## config.mk

```make
export PLATFORM = sky130hd
export DESIGN_NAME = ecc_stream_gen
export DESIGN_NICKNAME = d
export VERILOG_FILES = /design/src/rtl/ecc_gen_pkg.sv /design/src/rtl/ecc_byte_term.sv /design/src/rtl/ecc_half_acc.sv /design/src/rtl/ecc_word_mux.sv /design/src/rtl/ecc_stream_gen.sv
export SDC_FILE = /design/constraint.sdc
export NUM_CORES = 1
export LEC_CHECK = 0
export BUFFER_PORTS_ARGS = -buffer_cell sky130_fd_sc_hd__buf_4
export CORE_ASPECT_RATIO = 1.2
export CORE_MARGIN = 2
export CORE_UTILIZATION = 57
export CTS_CLUSTER_DIAMETER = 60
export DETAILED_ROUTE_END_ITERATION = 12
export PLACE_DENSITY = 0.78
export REMOVE_ABC_BUFFERS = 1
export SYNTH_ARGS = -nofsm -noshare
export SYNTH_HDL_FRONTEND = slang
export SYNTH_SLANG_ARGS = --single-unit
```

## constraint.sdc

```tcl
create_clock -name clk -period 3.1 [get_ports clk]
set_input_delay 0.93 -clock clk [delete_from_list [all_inputs] [get_ports clk]]
set_output_delay 0.93 -clock clk [all_outputs]
set_load 0.02 [all_outputs]
```

## src/rtl/ecc_gen_pkg.sv

```systemverilog
package ecc_gen_pkg;
  localparam int BYTE_W      = 8;
  localparam int HALF_ADDR_W = 8;
  localparam int NUM_HALVES  = 2;
  localparam int LP_W        = 2 * HALF_ADDR_W;
  localparam int CP_W        = 2 * $clog2(BYTE_W);
  localparam int CNT_W       = HALF_ADDR_W + $clog2(NUM_HALVES) + 1;
  localparam int WORD_W      = 16;

  localparam logic [7:0] CMD_DATA   = 8'h94;
  localparam logic [7:0] CMD_CLEAR  = 8'hF4;
  localparam logic [7:0] CMD_CALC   = 8'hB4;
  localparam logic [7:0] CMD_RESULT = 8'hD4;

  typedef enum logic [1:0] {
    M_DATA   = 2'd0,
    M_CLEAR  = 2'd1,
    M_CALC   = 2'd2,
    M_RESULT = 2'd3
  } ecc_mode_e;

  typedef struct packed {
    logic [LP_W-1:0] lp;
    logic [CP_W-1:0] cp;
  } half_code_t;
endpackage

```

## src/rtl/ecc_byte_term.sv

```systemverilog
module ecc_byte_term
  import ecc_gen_pkg::*;
(
  input  logic [BYTE_W-1:0]      data,
  input  logic [HALF_ADDR_W-1:0] addr,
  output half_code_t             term
);
  localparam int COL_K = CP_W / 2;

  logic            par;
  logic [LP_W-1:0] lp_t;
  logic [CP_W-1:0] cp_t;

  assign par = ^data;

  // Line parity: address bit k selects the odd or even bit of pair k.
  for (genvar k = 0; k < HALF_ADDR_W; k++) begin : g_line
    assign lp_t[2*k+1] = par & addr[k];
    assign lp_t[2*k]   = par & ~addr[k];
  end

  // Column parity: bit index bit k selects the odd or even bit of pair k.
  always_comb begin
    cp_t = '0;
    for (int j = 0; j < BYTE_W; j++) begin
      for (int k = 0; k < COL_K; k++) begin
        if (((j >> k) & 1) != 0) cp_t[2*k+1] = cp_t[2*k+1] ^ data[j];
        else                     cp_t[2*k]   = cp_t[2*k]   ^ data[j];
      end
    end
  end

  assign term.lp = lp_t;
  assign term.cp = cp_t;
endmodule

```

## src/rtl/ecc_half_acc.sv

```systemverilog
module ecc_half_acc
  import ecc_gen_pkg::*;
(
  input  logic       clk,
  input  logic       rst_n,
  input  logic       clr,
  input  logic       en,
  input  half_code_t term,
  output half_code_t code
);
  half_code_t code_q, code_d;

  always_comb begin
    code_d = code_q;
    if (clr)     code_d = '0;
    else if (en) code_d = code_q ^ term;
  end

  always_ff @(posedge clk or negedge rst_n) begin
    if (!rst_n) code_q <= '0;
    else        code_q <= code_d;
  end

  assign code = code_q;
endmodule

```

## src/rtl/ecc_word_mux.sv

```systemverilog
module ecc_word_mux
  import ecc_gen_pkg::*;
(
  input  half_code_t        h0,
  input  half_code_t        h1,
  input  logic [1:0]        idx,
  input  logic              active,
  output logic [WORD_W-1:0] word
);
  logic [7:0] col0, col1;

  assign col0 = {h0.cp, 2'b11};
  assign col1 = {h1.cp, 2'b11};

  always_comb begin
    word = '0;
    if (active) begin
      case (idx)
        2'd0:    word = {h0.lp[15:8], h0.lp[7:0]};
        2'd1:    word = {h1.lp[7:0],  col0};
        default: word = {col1,        h1.lp[15:8]};
      endcase
    end
  end
endmodule

```

## src/rtl/ecc_stream_gen.sv

```systemverilog
module ecc_stream_gen
  import ecc_gen_pkg::*;
(
  input  logic              clk,
  input  logic              rst_n,
  input  logic              mode_wr,
  input  logic [7:0]        mode_val,
  input  logic              byte_vld,
  input  logic [BYTE_W-1:0] byte_in,
  input  logic              word_rd,
  output logic [WORD_W-1:0] rd_word
);
  localparam logic [1:0] LAST_IDX = 2'd2;

  ecc_mode_e        mode_q, mode_d;
  logic [CNT_W-1:0] cnt_q, cnt_d;
  logic             skip_q, skip_d;
  logic [1:0]       idx_q, idx_d;
  logic             clr, take, done;
  logic             half_sel;
  half_code_t       term;
  half_code_t       codes [NUM_HALVES];

  assign done     = cnt_q[CNT_W-1];
  assign half_sel = cnt_q[HALF_ADDR_W];
  assign take     = byte_vld && (mode_q == M_CALC) && !skip_q && !done;

  always_comb begin
    mode_d = mode_q;
    cnt_d  = cnt_q;
    skip_d = skip_q;
    idx_d  = idx_q;
    clr    = 1'b0;
    if (byte_vld) skip_d = 1'b0;
    if (take) cnt_d = cnt_q + 1'b1;
    if (word_rd && (mode_q == M_RESULT) && (idx_q != LAST_IDX))
      idx_d = idx_q + 2'd1;
    if (mode_wr) begin
      case (mode_val)
        CMD_CLEAR: begin
          mode_d = M_CLEAR;
          cnt_d  = '0;
          skip_d = 1'b1;
          clr    = 1'b1;
        end
        CMD_CALC:   mode_d = M_CALC;
        CMD_RESULT: begin
          mode_d = M_RESULT;
          idx_d  = '0;
        end
        CMD_DATA:   mode_d = M_DATA;
        default:    ;
      endcase
    end
  end

  always_ff @(posedge clk or negedge rst_n) begin
    if (!rst_n) begin
      mode_q <= M_DATA;
      cnt_q  <= '0;
      skip_q <= 1'b0;
      idx_q  <= '0;
    end else begin
      mode_q <= mode_d;
      cnt_q  <= cnt_d;
      skip_q <= skip_d;
      idx_q  <= idx_d;
    end
  end

  ecc_byte_term u_term (
    .data (byte_in),
    .addr (cnt_q[HALF_ADDR_W-1:0]),
    .term (term)
  );

  for (genvar h = 0; h < NUM_HALVES; h++) begin : g_half
    ecc_half_acc u_acc (
      .clk   (clk),
      .rst_n (rst_n),
      .clr   (clr),
      .en    (take && (half_sel == h[0])),
      .term  (term),
      .code  (codes[h])
    );
  end

  ecc_word_mux u_mux (
    .h0     (codes[0]),
    .h1     (codes[1]),
    .idx    (idx_q),
    .active (mode_q == M_RESULT),
    .word   (rd_word)
  );
endmodule

```

# Yosys cells after proc, flatten, opt, wreduce, memory -nomap -nowiden

Index checks and enable logic that the tools add are counted.
W data, S select, Z words.

Flip-flop bits (word level): 59
Input port bits: 21

Add/subtract/negate cells: 2
Eq/ne operators: 8
Mux-type cells: 18
Bitwise gates (word level): 44
Reduce and logical (&&, ||, !) cells: 15

Operators with widths:

| operator                | count |
|---|---|
| $mux W22                | 4 |
| $xor A22 B22 Y22        | 2 |
| $eq A8 B8 Y1 const B    | 4 |
| $pmux W16 S2            | 1 |
| $mux W10                | 3 |
| $xor A1 B1 Y1           | 17 |
| $and A1 B1 Y1           | 16 |
| $mux W16                | 1 |
| $add A10 B1 Y10 const B | 1 |
| $not A1 Y1              | 9 |
| $pmux W2 S4             | 1 |
| $reduce_xor A8 Y1       | 1 |
| $logic_and A1 B1 Y1     | 7 |
| $mux W2                 | 3 |
| $mux W1                 | 5 |
| $eq A2 B2 Y1 const B    | 2 |
| $reduce_bool A2 Y1      | 2 |
| $reduce_bool A4 Y1      | 1 |
| $add A2 B1 Y2 const B   | 1 |
| $eq A2 B1 Y1 const B    | 1 |
| $logic_not A1 Y1        | 2 |
| $logic_not A2 Y1        | 1 |
| $ne A2 B2 Y1 const B    | 1 |
| $reduce_and A2 Y1       | 1 |

# Logic depth before layout (Yosys ltp)

Gate-level depths: netlist of the first run.

Depth in word-level cells: 7
Mapped depth: 7

# Modules after synthesis

Synthesis of the first run repeated with hierarchy kept, for this count alone.

Cells, all modules: 353
Area total of the unflattened synthesis: 3,843.7 µm²

By module, submodules not included:

| module         | instances | cells an instance | area an instance (µm²) |
|---|---|---|---|
| ecc_half_acc   | 2         | 95                | 1,164.9 |
| ecc_stream_gen | 1         | 79                | 780.7 |
| ecc_word_mux   | 1         | 51                | 479.2 |
| ecc_byte_term  | 1         | 33                | 254.0 |

# Worst setup path after synthesis of the first run

OpenSTA, ideal clock, no wires.

Path type: register to output
Start: register idx_q[0]
End: output port rd_word[10]
Data arrival time: 1.676 ns
Slack: 0.494 ns
Stages on the path, launching flop included: 7
Cells stage by stage: dfrtp_1 -> inv_1 -> ha_1 -> clkbuf_1 -> buf_1 -> a22oi_1 -> a21oi_1

Cells in the longest elaborated chain, start to end: 3

Ends and longest elaborated chain:

| item                                                    | RTL line             | RTL |
|---|---|---|
| from (decl)                                             | ecc_stream_gen.sv:18 | `logic [1:0] idx_q, idx_d;` |
| from (signal assigned)                                  | ecc_stream_gen.sv:67 | `idx_q <= idx_d;` |
| $eq A2 B1 Y1 / $logic_not A2 Y1 (equally long branches) | ecc_word_mux.sv:18   | `case (idx)` |
| $pmux W16 S2 (*)                                        | ecc_word_mux.sv:18   |  |
| $mux W16 (*)                                            | ecc_word_mux.sv:17   | `if (active) begin` |
| to (decl)                                               | ecc_stream_gen.sv:11 | `output logic [WORD_W-1:0] rd_word` |

Mark *: on every way between the ends. The rest lies on a longest branch, timed or not.

# Final worst setup path of the first run

Start: register idx_q[0]
End: output port rd_word[14]

The elaborated chain is that of the path after synthesis.

==> impl_table.tex, run 1 <==
\begin{tabular}{lr}
\hline
Metric & Value \\
\hline
\multicolumn{2}{l}{\textbf{Die}} \\
\quad Total Die Area & 0.006353 mm2 \\
\quad Placeable Area & 0.005593 mm2 \\
\quad Y dimension of the die & 86.92 um \\
\quad Standard-cell row count & 30 \\
\quad Top-level port count & 37 \\
\quad Effective utilization at floorplan & 58.39\% \\
\quad Horizontal extent of the die & 73.10 um \\
\multicolumn{2}{l}{\textbf{Clocking}} \\
\quad TritonCTS clock tree & yes \\
\quad Library cell used as clock root buffer & clkbuf\_8 \\
\quad Number of buffers inserted by hold repair at cts & 0 \\
\quad Setup Buffers After CTS & 0 \\
\quad Longest Clk Path Bufs & 2 \\
\quad Number of buffers created by CTS & 9 \\
\quad Max H-tree Level & 3 \\
\quad Insertion delay to the later sink of the worst-skew pair & 0.34 ns \\
\quad Clk sink count & 59 \\
\quad Count of instances resized after the clock tree is built & 1 \\
\quad Clock transition at the registers of the reported paths & 0.06 ns \\
\multicolumn{2}{l}{\textbf{Logic synthesis}} \\
\quad Syn Std Cell Area & 0.003266 mm2 \\
\quad Number of cells produced by synthesis & 363 \\
\quad Yosys reg bits & 59 \\
\quad Number of enable-type register cells in the synthesized netlist & 0 \\
\quad Post-synth top flop & dfrtp\_1 \\
\quad Fraction of the yosys area taken by sequential cells & 45.21\% \\
\quad Fraction of synthesis flops using an asynchronous set or reset pin & 100.0\% \\
\quad Count of different cell masters after synthesis & 34 \\
\quad Average cell area after synthesis & 8.996 um2 \\
\quad Total of warnings raised by yosys & 0 \\
\multicolumn{2}{l}{\textbf{Power and ir drop}} \\
\quad Cell Pwr Density & 676.9 mW/mm2 \\
\quad Standby leakage power & 1.588 nW \\
\quad Peak supply drop & 0.5101 mV \\
\multicolumn{2}{l}{\textbf{Critical path}} \\
\quad Start-to-end type of the worst setup path & reg2out \\
\quad Number of cell instances on the worst register-to-register path & 5 \\
\quad CP Launch Type & flip-flop \\
\quad WP data arrival & 1.98 ns \\
\quad Worst path required time & 2.17 ns \\
\quad Reg-to-reg setup timing slack & 1.01 ns \\
\quad Endpoint of the lowest-slack register-to-register path & g\_half[0].u\_acc.code[10] \\
\quad Maximum net fanout on the critical path & 12 \\
\quad Worst flop-to-flop path startpoint & skip\_q \\
\quad Crit end category & primary output \\
\multicolumn{2}{l}{\textbf{Global route}} \\
\quad Total congestion overflow & 0 \\
\quad Wire length of the first global-routing pass & 13.08 mm \\
\quad Global Route Usage Sum & 26.94\% \\
\quad Initial antenna violation count & 0 \\
\quad Largest net degree at the start of global routing & 62 \\
\quad Number of global-route vias before repair & 2740 \\
\multicolumn{2}{l}{\textbf{Layout}} \\
\quad Area growth syn-to-layout & 16.74\% \\
\quad Most used cells in the layout excluding fill and tap cells & 61 x a21oi\_1, 59 x dfrtp\_1, 45 x buf\_4, 28 x nand2\_1, 25 x o21ai\_0 \\
\quad Area taken by flip-flops and latches & 0.001476 mm2 \\
\quad Share of cells above drive strength 1 & 16.92\% \\
\quad Layout Cell Area excl Fill & 0.003812 mm2 \\
\quad Post-layout instance count excluding filler cells & 460 \\
\quad Count of filler cells inserted in the layout & 458 \\
\quad Multi-input logic area & 0.001658 mm2 \\
\quad Total number of nets in the final design & 416 \\
\quad Number of antenna cells inserted & 0 \\
\quad Final cell utilization of the core & 68.17\% \\
\quad Most common library cell in the layout ignoring fill and taps & a21oi\_1 \\
\multicolumn{2}{l}{\textbf{Worst hold path}} \\
\quad End point of the most critical hold path & skip\_q \\
\quad Critical hold path startpoint & skip\_q \\
\quad Class of the worst hold path & reg2reg \\
\quad Worst Hold Path Cells & 1 \\
\multicolumn{2}{l}{\textbf{STA}} \\
\quad Slew at the pin closest to its max-slew limit & 0.7553 ns \\
\quad Final Max Slew Viols & 0 \\
\quad Period utilisation layout & 94.00\% \\
\quad Setup WS post-layout & 0.1861 ns \\
\quad Finish-stage setup viols & 0 \\
\quad Minimum clock period & 2.914 ns \\
\quad Final Skew & 0.008338 ns \\
\quad Fmax & 343.2 MHz \\
\quad Slew HR & 49.65\% \\
\quad RSZ-0062 raised after global routing & no \\
\quad Final-report hold violation count & 0 \\
\multicolumn{2}{l}{\textbf{Routing}} \\
\quad Detailed Route Iter0 Violations & 290 \\
\quad DR pass1 iterations & 4 \\
\quad Routed via count & 2922 \\
\quad Met3 Wirelength & 255 um \\
\quad Highest metal used & met4 \\
\quad Total routed wirelength & 7.844 mm \\
\quad Post-route met1 wirelength & 3.504 mm \\
\quad Final antenna-violating net count & 0 \\
\quad Wire length on met2 & 3.967 mm \\
\quad Remaining routing DRC violations & 0 \\
\quad Via count normalized by instance count & 6.352 \\
\quad Routed length per instance & 17.05 um \\
\multicolumn{2}{l}{\textbf{Job}} \\
\quad \# Max-Cap Violations & 0 \\
\multicolumn{2}{l}{\textbf{Run status}} \\
\quad Status & completed \\
\multicolumn{2}{l}{\textbf{Placed design}} \\
\quad Total cell area at the placement stage & 0.003616 mm2 \\
\quad Placed wire-length estimate after detailed placement & 5.082 mm \\
\quad Final estimated routing congestion in global placement & 0.7922 \\
\quad Count of buffers from port buffering & 36 \\
\quad Worst slack, placed & 0.2693 ns \\
\quad Number of placed instances, taps included & 444 \\
\hline
\end{tabular}
## layout make-up
type	count	area share, %
flip-flops and latches	59	38.73
clock buffers	11	3.709
multi-input cells	267	43.49
repair buffers	47	9.911
clock inverters	5	1.378
well taps	64	2.100
inverters	7	0.6892
## worst max path at each step
stage	from	to	slack, ns
5_1_grt	idx_q[0]	rd_word[14]	0.01
3_5_place_dp	idx_q[0]	rd_word[14]	0.27
4_1_cts	idx_q[0]	rd_word[14]	0.14
3_3_place_gp	idx_q[0]	rd_word[13]	0.30
2_1_floorplan	byte_in[3]	g_half[0].u_acc.code[11]	-0.71
6_report	idx_q[0]	rd_word[14]	0.19
## critical path, stage by stage (launching register included)
cell and delay (ns):
dfrtp_1 0.36, inv_1 0.08, ha_1 0.23, nor2_2 0.48, nand2_1 0.13, a21oi_1 0.19, buf_4 0.18
## cells by family after synthesis
family / after synthesis / share of synthesized area, %
flops: 59 / 45.21
simple gates: 109 / 19.04
compound gates: 127 / 22.49
fa+ha+maj: 4 / 1.533
xor+xnor: 25 / 6.705
buf+inv: 37 / 4.368
mux: 2 / 0.6513
## sequential cells by signal, indices dropped and copies added (netlist names)
signal	flops
mode_q	2
g_half.u_acc.code	44
skip_q	1
idx_q	2
cnt_q	10
## power by group
part           leakage (nW)  switching, mW  internal [mW]  total, mW
clock                0.0991          0.310          0.389      0.699
combinational         0.708          0.495          0.293      0.787
sequential            0.781          0.175          0.919       1.09
total                  1.59          0.980           1.60       2.58
## synthesized netlist by cell type, types with 2 or more instances
library cell   n  area [um2]
a22oi_1       14       105.1
ha_1           4       50.05
xor2_1         4       35.03
dfrtp_1       59        1476
a211oi_1       2       15.01
buf_2          2       10.01
a21oi_1       61       305.3
a31oi_1        3       18.77
or3_1         23       143.9
nand2_1       28       105.1
nand4b_1       5       43.79
clkbuf_1      18       67.56
xnor2_1       21       183.9
nand2b_1       3       18.77
o21ai_0       25       125.1
buf_1          9       33.78
nand3_1        2       10.01
nor2b_1        2       12.51
o31ai_1       21       157.7
nor2_1        13       48.80
inv_1          7       26.28
nor3_1         2       10.01
or4_1         21       157.7
and3_1         4       25.02
## metal layers
layer / vias up / global-route usage [%]
li1: 1390 / -
met1: 1460 / 36.33
met2: 61 / 42.75
met3: 11 / 7.407
met4: 0 / 7.239
met5: - / 0
## metrics by stage
| step | setup TNS (ns) | total power, mW | hold slack, ns |
|---|---|---|---|
| after global routing | 0 | 2.757 | 0.5581 |
| after global placement | 0 | 1.852 | 0.4806 |
| after CTS | 0 | 2.594 | 0.5036 |
| final | 0 | 2.580 | 0.5109 |
| after detailed placement | 0 | 1.887 | 0.4886 |
| after floorplan | -21.31 | 1.555 | 0.4699 |
Note: power is estimated with default switching activity, not from simulation.
==> run 2: changes to the inputs <==
--- a/config.mk
+++ b/config.mk
@@ -6,12 +6,14 @@
 export NUM_CORES = 1
 export LEC_CHECK = 0
 export BUFFER_PORTS_ARGS = -buffer_cell sky130_fd_sc_hd__buf_4
+export CELL_PAD_IN_SITES_DETAIL_PLACEMENT = 1
+export CELL_PAD_IN_SITES_GLOBAL_PLACEMENT = 1
 export CORE_ASPECT_RATIO = 1.2
 export CORE_MARGIN = 2
-export CORE_UTILIZATION = 57
+export CORE_UTILIZATION = 48
 export CTS_CLUSTER_DIAMETER = 60
 export DETAILED_ROUTE_END_ITERATION = 12
-export PLACE_DENSITY = 0.78
+export PLACE_DENSITY = 0.91
 export REMOVE_ABC_BUFFERS = 1
 export SYNTH_ARGS = -nofsm -noshare
 export SYNTH_HDL_FRONTEND = slang
==> run 2 against run 1 <==
Effect of this change: sequential share of layout area down 0.23 points; die area grew 18%; non-clock buffer count decreased by 2; worst hold slack improved by 0.018 ns; register-to-register slack lost 0.08 ns; power is 4.6% higher; clock power grew 8.0%; largest power group unchanged; utilization decreased by 9.4 points; critical path depth increased by 1; sequential cell count is the same; wire length is 21% higher.
==> impl_table.tex, run 2 (synthesis results as in run 1) <==
\begin{tabular}{lr}
\hline
Metric & Value \\
\hline
\multicolumn{2}{l}{\textbf{STA}} \\
\quad Fmax & 346.3 MHz \\
\quad Slew at the pin closest to its max-slew limit & 0.7586 ns \\
\quad Minimum clock period & 2.888 ns \\
\quad Final-report hold violation count & 0 \\
\quad Finish-stage setup viols & 0 \\
\quad Final Max Slew Viols & 0 \\
\quad Worst Hold Slack & 0.5284 ns \\
\quad RSZ-0062 raised after global routing & no \\
\quad Period utilisation layout & 93.16\% \\
\quad Slew HR & 49.43\% \\
\quad Final Skew & 0.006394 ns \\
\multicolumn{2}{l}{\textbf{Die}} \\
\quad Placeable Area & 0.006526 mm2 \\
\quad Y dimension of the die & 94.36 um \\
\quad Horizontal extent of the die & 79.30 um \\
\quad Effective utilization at floorplan & 50.04\% \\
\quad Top-level port count & 37 \\
\quad Standard-cell row count & 32 \\
\quad Total Die Area & 0.007482 mm2 \\
\multicolumn{2}{l}{\textbf{Global route}} \\
\quad Global Route Usage Sum & 28.22\% \\
\quad Wire length of the first global-routing pass & 16.00 mm \\
\quad Number of global-route vias before repair & 3247 \\
\quad Initial antenna violation count & 0 \\
\quad Total congestion overflow & 0 \\
\quad Largest net degree at the start of global routing & 62 \\
\multicolumn{2}{l}{\textbf{Clocking}} \\
\quad TritonCTS clock tree & yes \\
\quad Setup Buffers After CTS & 0 \\
\quad Max H-tree Level & 3 \\
\quad Insertion delay to the later sink of the worst-skew pair & 0.35 ns \\
\quad Clk sink count & 59 \\
\quad Clock transition at the registers of the reported paths & 0.07 ns \\
\quad Library cell used as clock root buffer & clkbuf\_8 \\
\quad Number of buffers created by CTS & 9 \\
\quad Longest Clk Path Bufs & 2 \\
\multicolumn{2}{l}{\textbf{Layout}} \\
\quad Final cell utilization of the core & 58.76\% \\
\quad Layout Cell Area excl Fill & 0.003835 mm2 \\
\quad Number of flip-flops under the largest register name & 44 \\
\quad Post-layout instance count excluding filler cells & 479 \\
\quad Total number of nets in the final design & 414 \\
\quad Most common library cell in the layout ignoring fill and taps & a21oi\_1 \\
\quad Share of cells above drive strength 1 & 16.75\% \\
\quad Count of filler cells inserted in the layout & 767 \\
\quad Most used cells in the layout excluding fill and tap cells & 61 x a21oi\_1, 59 x dfrtp\_1, 44 x buf\_4, 28 x nand2\_1, 25 x o21ai\_0 \\
\quad Area growth syn-to-layout & 17.43\% \\
\quad Number of antenna cells inserted & 0 \\
\multicolumn{2}{l}{\textbf{Placed design}} \\
\quad Total cell area at the placement stage & 0.003615 mm2 \\
\quad Count of buffers from port buffering & 36 \\
\quad Placed wire-length estimate after detailed placement & 6.125 mm \\
\quad Number of placed instances, taps included & 463 \\
\quad Final estimated routing congestion in global placement & 0.7292 \\
\multicolumn{2}{l}{\textbf{Critical path}} \\
\quad WP data arrival & 1.96 ns \\
\quad Maximum net fanout on the critical path & 19 \\
\quad Worst path required time & 2.17 ns \\
\quad Crit end category & primary output \\
\quad CP Launch Type & flip-flop \\
\quad Start-to-end type of the worst setup path & reg2out \\
\multicolumn{2}{l}{\textbf{Routing}} \\
\quad Total routed wirelength & 9.518 mm \\
\quad Routed via count & 3021 \\
\quad Remaining routing DRC violations & 0 \\
\quad Via count normalized by instance count & 6.307 \\
\quad Final antenna-violating net count & 0 \\
\quad DR pass1 iterations & 4 \\
\quad Routed length per instance & 19.87 um \\
\quad Detailed Route Iter0 Violations & 318 \\
\multicolumn{2}{l}{\textbf{Job}} \\
\quad \# Max-Cap Violations & 0 \\
\multicolumn{2}{l}{\textbf{Run status}} \\
\quad Status & completed \\
\multicolumn{2}{l}{\textbf{Worst hold path}} \\
\quad Class of the worst hold path & reg2reg \\
\multicolumn{2}{l}{\textbf{Power and ir drop}} \\
\quad Standby leakage power & 1.588 nW \\
\quad Cell Pwr Density & 703.6 mW/mm2 \\
\quad Peak supply drop & 0.4957 mV \\
\hline
\end{tabular}
-- run 2: cell count changes in the layout (fill, tap and decap cells not counted), sizes merged --
cell	before	now
buf	47	45
clkbuf	11	12
clkinv	3	2
-- run 2: timing repair --
action                                  CTS  global route
hold buffers                              0             0
endpoints found under the setup margin   12            12
pin swaps                                 0             0
resized for setup                         1             1
-- run 2: critical path: stages (launching register included) --
cell and delay [ns]:
dfrtp_1 0.39, inv_1 0.12, ha_1 0.23, buf_4 0.28, nor2b_1 0.08, a211oi_1 0.22
nor2_1 0.09, buf_4 0.19
-- run 2: per-stage QoR --
| step | worst slack [ns] | power (mW) | setup TNS (ns) |
|---|---|---|---|
| final | 0.2120 | 2.698 | 0 |
| after global routing | 0.02539 | 2.872 | 0 |
| after CTS | 0.004756 | 2.692 | 0 |
| after detailed placement | 0.09300 | 1.921 | 0 |
| after global placement | 0.1623 | 1.853 | 0 |
| after floorplan | -0.7061 | 1.555 | -21.31 |
-- run 2: metal layers --
layer	up-vias	global-route usage (%)	routed length, um
li1	1384	-	-
met1	1533	32.00	3837
met2	81	50.49	5068
met3	23	5.736	396
met4	0	13.65	215
met5	-	0	0
-- run 2: final timing paths --
check                                                end  depth (start not counted)  slack (ns)     start
min in group asynchronous                       idx_q[0]                          1        0.63     rst_n
worst max register to register   g_half[0].u_acc.code[6]                          5        0.93    skip_q
worst max-delay path                          rd_word[0]                          7        0.21  idx_q[0]
worst min-delay path                              skip_q                          1        0.53    skip_q
worst min register to register                    skip_q                          1        0.53    skip_q
max in group asynchronous       g_half[0].u_acc.code[21]                          1        1.95     rst_n
-- run 2: area by class of cell --
cell class              count  area, um2  area share [%]
flip-flops and latches     59       1476           38.50
repair buffers             45      350.3           9.135
inverters                   7      26.28          0.6852
clock inverters             4      47.55           1.240
clock buffers              12      165.2           4.307
multi-input cells         267       1663           43.36
well taps                  85      106.4           2.773
-- run 2: power by group --
group	switching (mW)	internal (mW)	leakage, nW	total, mW
Clock	0.321	0.434	0.108	0.755
Combinational	0.537	0.293	0.698	0.830
Sequential	0.194	0.919	0.781	1.11
==> run 3: changes to the inputs <==
--- a/config.mk
+++ b/config.mk
@@ -6,14 +6,16 @@
 export NUM_CORES = 1
 export LEC_CHECK = 0
 export BUFFER_PORTS_ARGS = -buffer_cell sky130_fd_sc_hd__buf_4
+export CAP_MARGIN = 10
 export CELL_PAD_IN_SITES_DETAIL_PLACEMENT = 1
 export CELL_PAD_IN_SITES_GLOBAL_PLACEMENT = 1
 export CORE_ASPECT_RATIO = 1.2
 export CORE_MARGIN = 2
-export CORE_UTILIZATION = 48
+export CORE_UTILIZATION = 50
+export CTS_BUF_LIST = sky130_fd_sc_hd__clkbuf_2 sky130_fd_sc_hd__clkbuf_4 sky130_fd_sc_hd__clkbuf_8
 export CTS_CLUSTER_DIAMETER = 60
 export DETAILED_ROUTE_END_ITERATION = 12
-export PLACE_DENSITY = 0.91
+export PLACE_DENSITY = 0.94
 export REMOVE_ABC_BUFFERS = 1
 export SYNTH_ARGS = -nofsm -noshare
 export SYNTH_HDL_FRONTEND = slang
==> run 3 against run 2 <==
Effect of this change: combinational power grew 2.7%; clock-buffer cell count down 1; worst hold slack improved by 0.025 ns; first-iteration DRC count is 14% lower; sequential share of layout area is 0.10 points higher; critical path depth decreased by 1; utilization up 1.3 points; die area down 3.8%; sequential power barely moved; clock power down 4.9%.
==> impl_table.tex, run 3 (synthesis results as in run 1) <==
\begin{tabular}{lr}
\hline
Metric & Value \\
\hline
\multicolumn{2}{l}{\textbf{Placed design}} \\
\quad Count of buffers from port buffering & 36 \\
\quad Final estimated routing congestion in global placement & 0.7505 \\
\quad Placed wire-length estimate after detailed placement & 6.115 mm \\
\quad Worst slack, placed & 0.2367 ns \\
\multicolumn{2}{l}{\textbf{Layout}} \\
\quad Area taken by flip-flops and latches & 0.001476 mm2 \\
\quad Area growth syn-to-layout & 17.13\% \\
\quad Number of antenna cells inserted & 0 \\
\quad Most common library cell in the layout ignoring fill and taps & a21oi\_1 \\
\quad Multi-input logic area & 0.001655 mm2 \\
\quad Count of filler cells inserted in the layout & 738 \\
\quad Number of flip-flops under the largest register name & 44 \\
\quad Most used cells in the layout excluding fill and tap cells & 61 x a21oi\_1, 59 x dfrtp\_1, 43 x buf\_4, 28 x nand2\_1, 25 x o21ai\_0 \\
\quad Total number of nets in the final design & 414 \\
\quad Share of cells above drive strength 1 & 16.50\% \\
\multicolumn{2}{l}{\textbf{Die}} \\
\quad Placeable Area & 0.006366 mm2 \\
\quad Top-level port count & 37 \\
\quad Y dimension of the die & 92.53 um \\
\quad Standard-cell row count & 32 \\
\quad Horizontal extent of the die & 77.78 um \\
\quad Total Die Area & 0.007197 mm2 \\
\quad Effective utilization at floorplan & 51.30\% \\
\multicolumn{2}{l}{\textbf{Routing}} \\
\quad Total routed wirelength & 9.980 mm \\
\quad Routed length per instance & 20.84 um \\
\quad Final antenna-violating net count & 0 \\
\quad Remaining routing DRC violations & 0 \\
\quad DR pass1 iterations & 5 \\
\quad Detailed Route Iter0 Violations & 272 \\
\quad Routed via count & 3019 \\
\quad Via count normalized by instance count & 6.303 \\
\multicolumn{2}{l}{\textbf{Critical path}} \\
\quad CP Buf/Inv Count & 3 \\
\quad CP Launch Type & flip-flop \\
\quad Cell repeated most along the worst path & buf\_4 \\
\quad Reg-to-reg setup timing slack & 0.85 ns \\
\quad Slowest CP cell & dfrtp\_1 \\
\quad Worst path required time & 2.17 ns \\
\quad Crit end category & primary output \\
\quad Ordered list of cells on the worst path & inv\_1 -> ha\_1 -> buf\_4 -> a22oi\_1 -> a21oi\_1 -> buf\_4 \\
\quad Critical path's largest stage delay & 0.39 ns \\
\quad Start-to-end type of the worst setup path & reg2out \\
\quad Maximum net fanout on the critical path & 13 \\
\quad Critical Path Stages & 6 \\
\quad WP data arrival & 2.00 ns \\
\quad Family with the most delay on the worst path & buffers and inverters \\
\quad Number of cell instances on the worst register-to-register path & 5 \\
\multicolumn{2}{l}{\textbf{STA}} \\
\quad Final Max Slew Viols & 0 \\
\quad Slew at the pin closest to its max-slew limit & 0.7758 ns \\
\quad Fmax & 341.6 MHz \\
\quad Slew HR & 48.28\% \\
\quad Final-report hold violation count & 0 \\
\quad Finish-stage setup viols & 0 \\
\quad Setup total negative slack & 0 ns \\
\quad Period utilisation layout & 94.43\% \\
\quad Final Skew & 0.01030 ns \\
\quad RSZ-0062 raised after global routing & no \\
\quad Setup WS post-layout & 0.1728 ns \\
\quad Minimum clock period & 2.927 ns \\
\multicolumn{2}{l}{\textbf{Power and ir drop}} \\
\quad Peak supply drop & 0.2814 mV \\
\quad Cell Pwr Density & 701.5 mW/mm2 \\
\quad Standby leakage power & 1.583 nW \\
\multicolumn{2}{l}{\textbf{Clocking}} \\
\quad Count of instances resized after the clock tree is built & 0 \\
\quad Clk sink count & 59 \\
\quad Insertion delay to the later sink of the worst-skew pair & 0.34 ns \\
\quad Library cell used as clock root buffer & clkbuf\_8 \\
\quad Clock transition at the registers of the reported paths & 0.07 ns \\
\quad Number of buffers inserted by hold repair at cts & 0 \\
\quad Setup Buffers After CTS & 0 \\
\quad Longest Clk Path Bufs & 2 \\
\quad Max H-tree Level & 3 \\
\quad Number of buffers created by CTS & 9 \\
\quad TritonCTS clock tree & yes \\
\multicolumn{2}{l}{\textbf{Global route}} \\
\quad Total congestion overflow & 0 \\
\quad Largest net degree at the start of global routing & 62 \\
\quad Global Route Usage Sum & 30.04\% \\
\quad Number of global-route vias before repair & 3241 \\
\quad Wire length of the first global-routing pass & 16.74 mm \\
\quad Initial antenna violation count & 0 \\
\multicolumn{2}{l}{\textbf{Worst hold path}} \\
\quad Worst Hold Path Cells & 2 \\
\quad Class of the worst hold path & reg2reg \\
\multicolumn{2}{l}{\textbf{Run status}} \\
\quad Status & completed \\
\multicolumn{2}{l}{\textbf{Job}} \\
\quad \# Max-Cap Violations & 0 \\
\hline
\end{tabular}
run 3: changes by cell type in the layout (fill, tap and decap cells not counted):
cell and change:
nor2_1 +1, clkinv_2 +1, buf_12 +1, clkbuf_4 +1, nor2_4 -1, buf_4 -1, clkbuf_8 -2
run 3: stage by stage:
stage               cells  power, mW  hold WS, ns  utilization, %  area, um2
floorplan             333      1.555       0.4699               -       3149
global placement      463      1.862       0.4783           56.98       3627
detailed placement    463      1.931       0.5381           56.98       3627
CTS                   479      2.673       0.5569           60.08       3825
global route          479      2.819       0.5826           60.08       3825
finish                479      2.683       0.5538           60.08       3825
run 3: final cells by class:
type                    instances  area share, %
flip-flops and latches         59          38.60
multi-input cells             267          43.28
well taps                      85          2.781
clock inverters                 5          1.374
inverters                       7         0.6869
repair buffers                 45          9.486
clock buffers                  11          3.795
run 3: final timing paths:
kind,start,end
max,idx_q[0],rd_word[5]
max reg2reg,skip_q,g_half[0].u_acc.code[6]
min reg2reg,g_half[0].u_acc.code[7],g_half[0].u_acc.code[7]
max in group asynchronous,rst_n,cnt_q[9]
min in group asynchronous,rst_n,g_half[0].u_acc.code[15]
min,g_half[0].u_acc.code[7],g_half[0].u_acc.code[7]
run 3: metal layers:
metal	track usage (%)	part of all wire (%)
met2	53.09	54
met3	3.314	4.2
met5	0	0
met1	36.89	40
met4	12.95	2.3
run 3: power by group:
group / total, mW / internal (mW) / switching (mW)
logic: 0.852 / 0.305 / 0.547
registers: 1.11 / 0.918 / 0.195
clock network: 0.718 / 0.398 / 0.320
total: 2.68 / 1.62 / 1.06
run 3: worst min-delay path, stage by stage, from the launching register on:
cell	delay (ns)
dfrtp_1	0.39
o31ai_1	0.07
a21oi_1	0.06
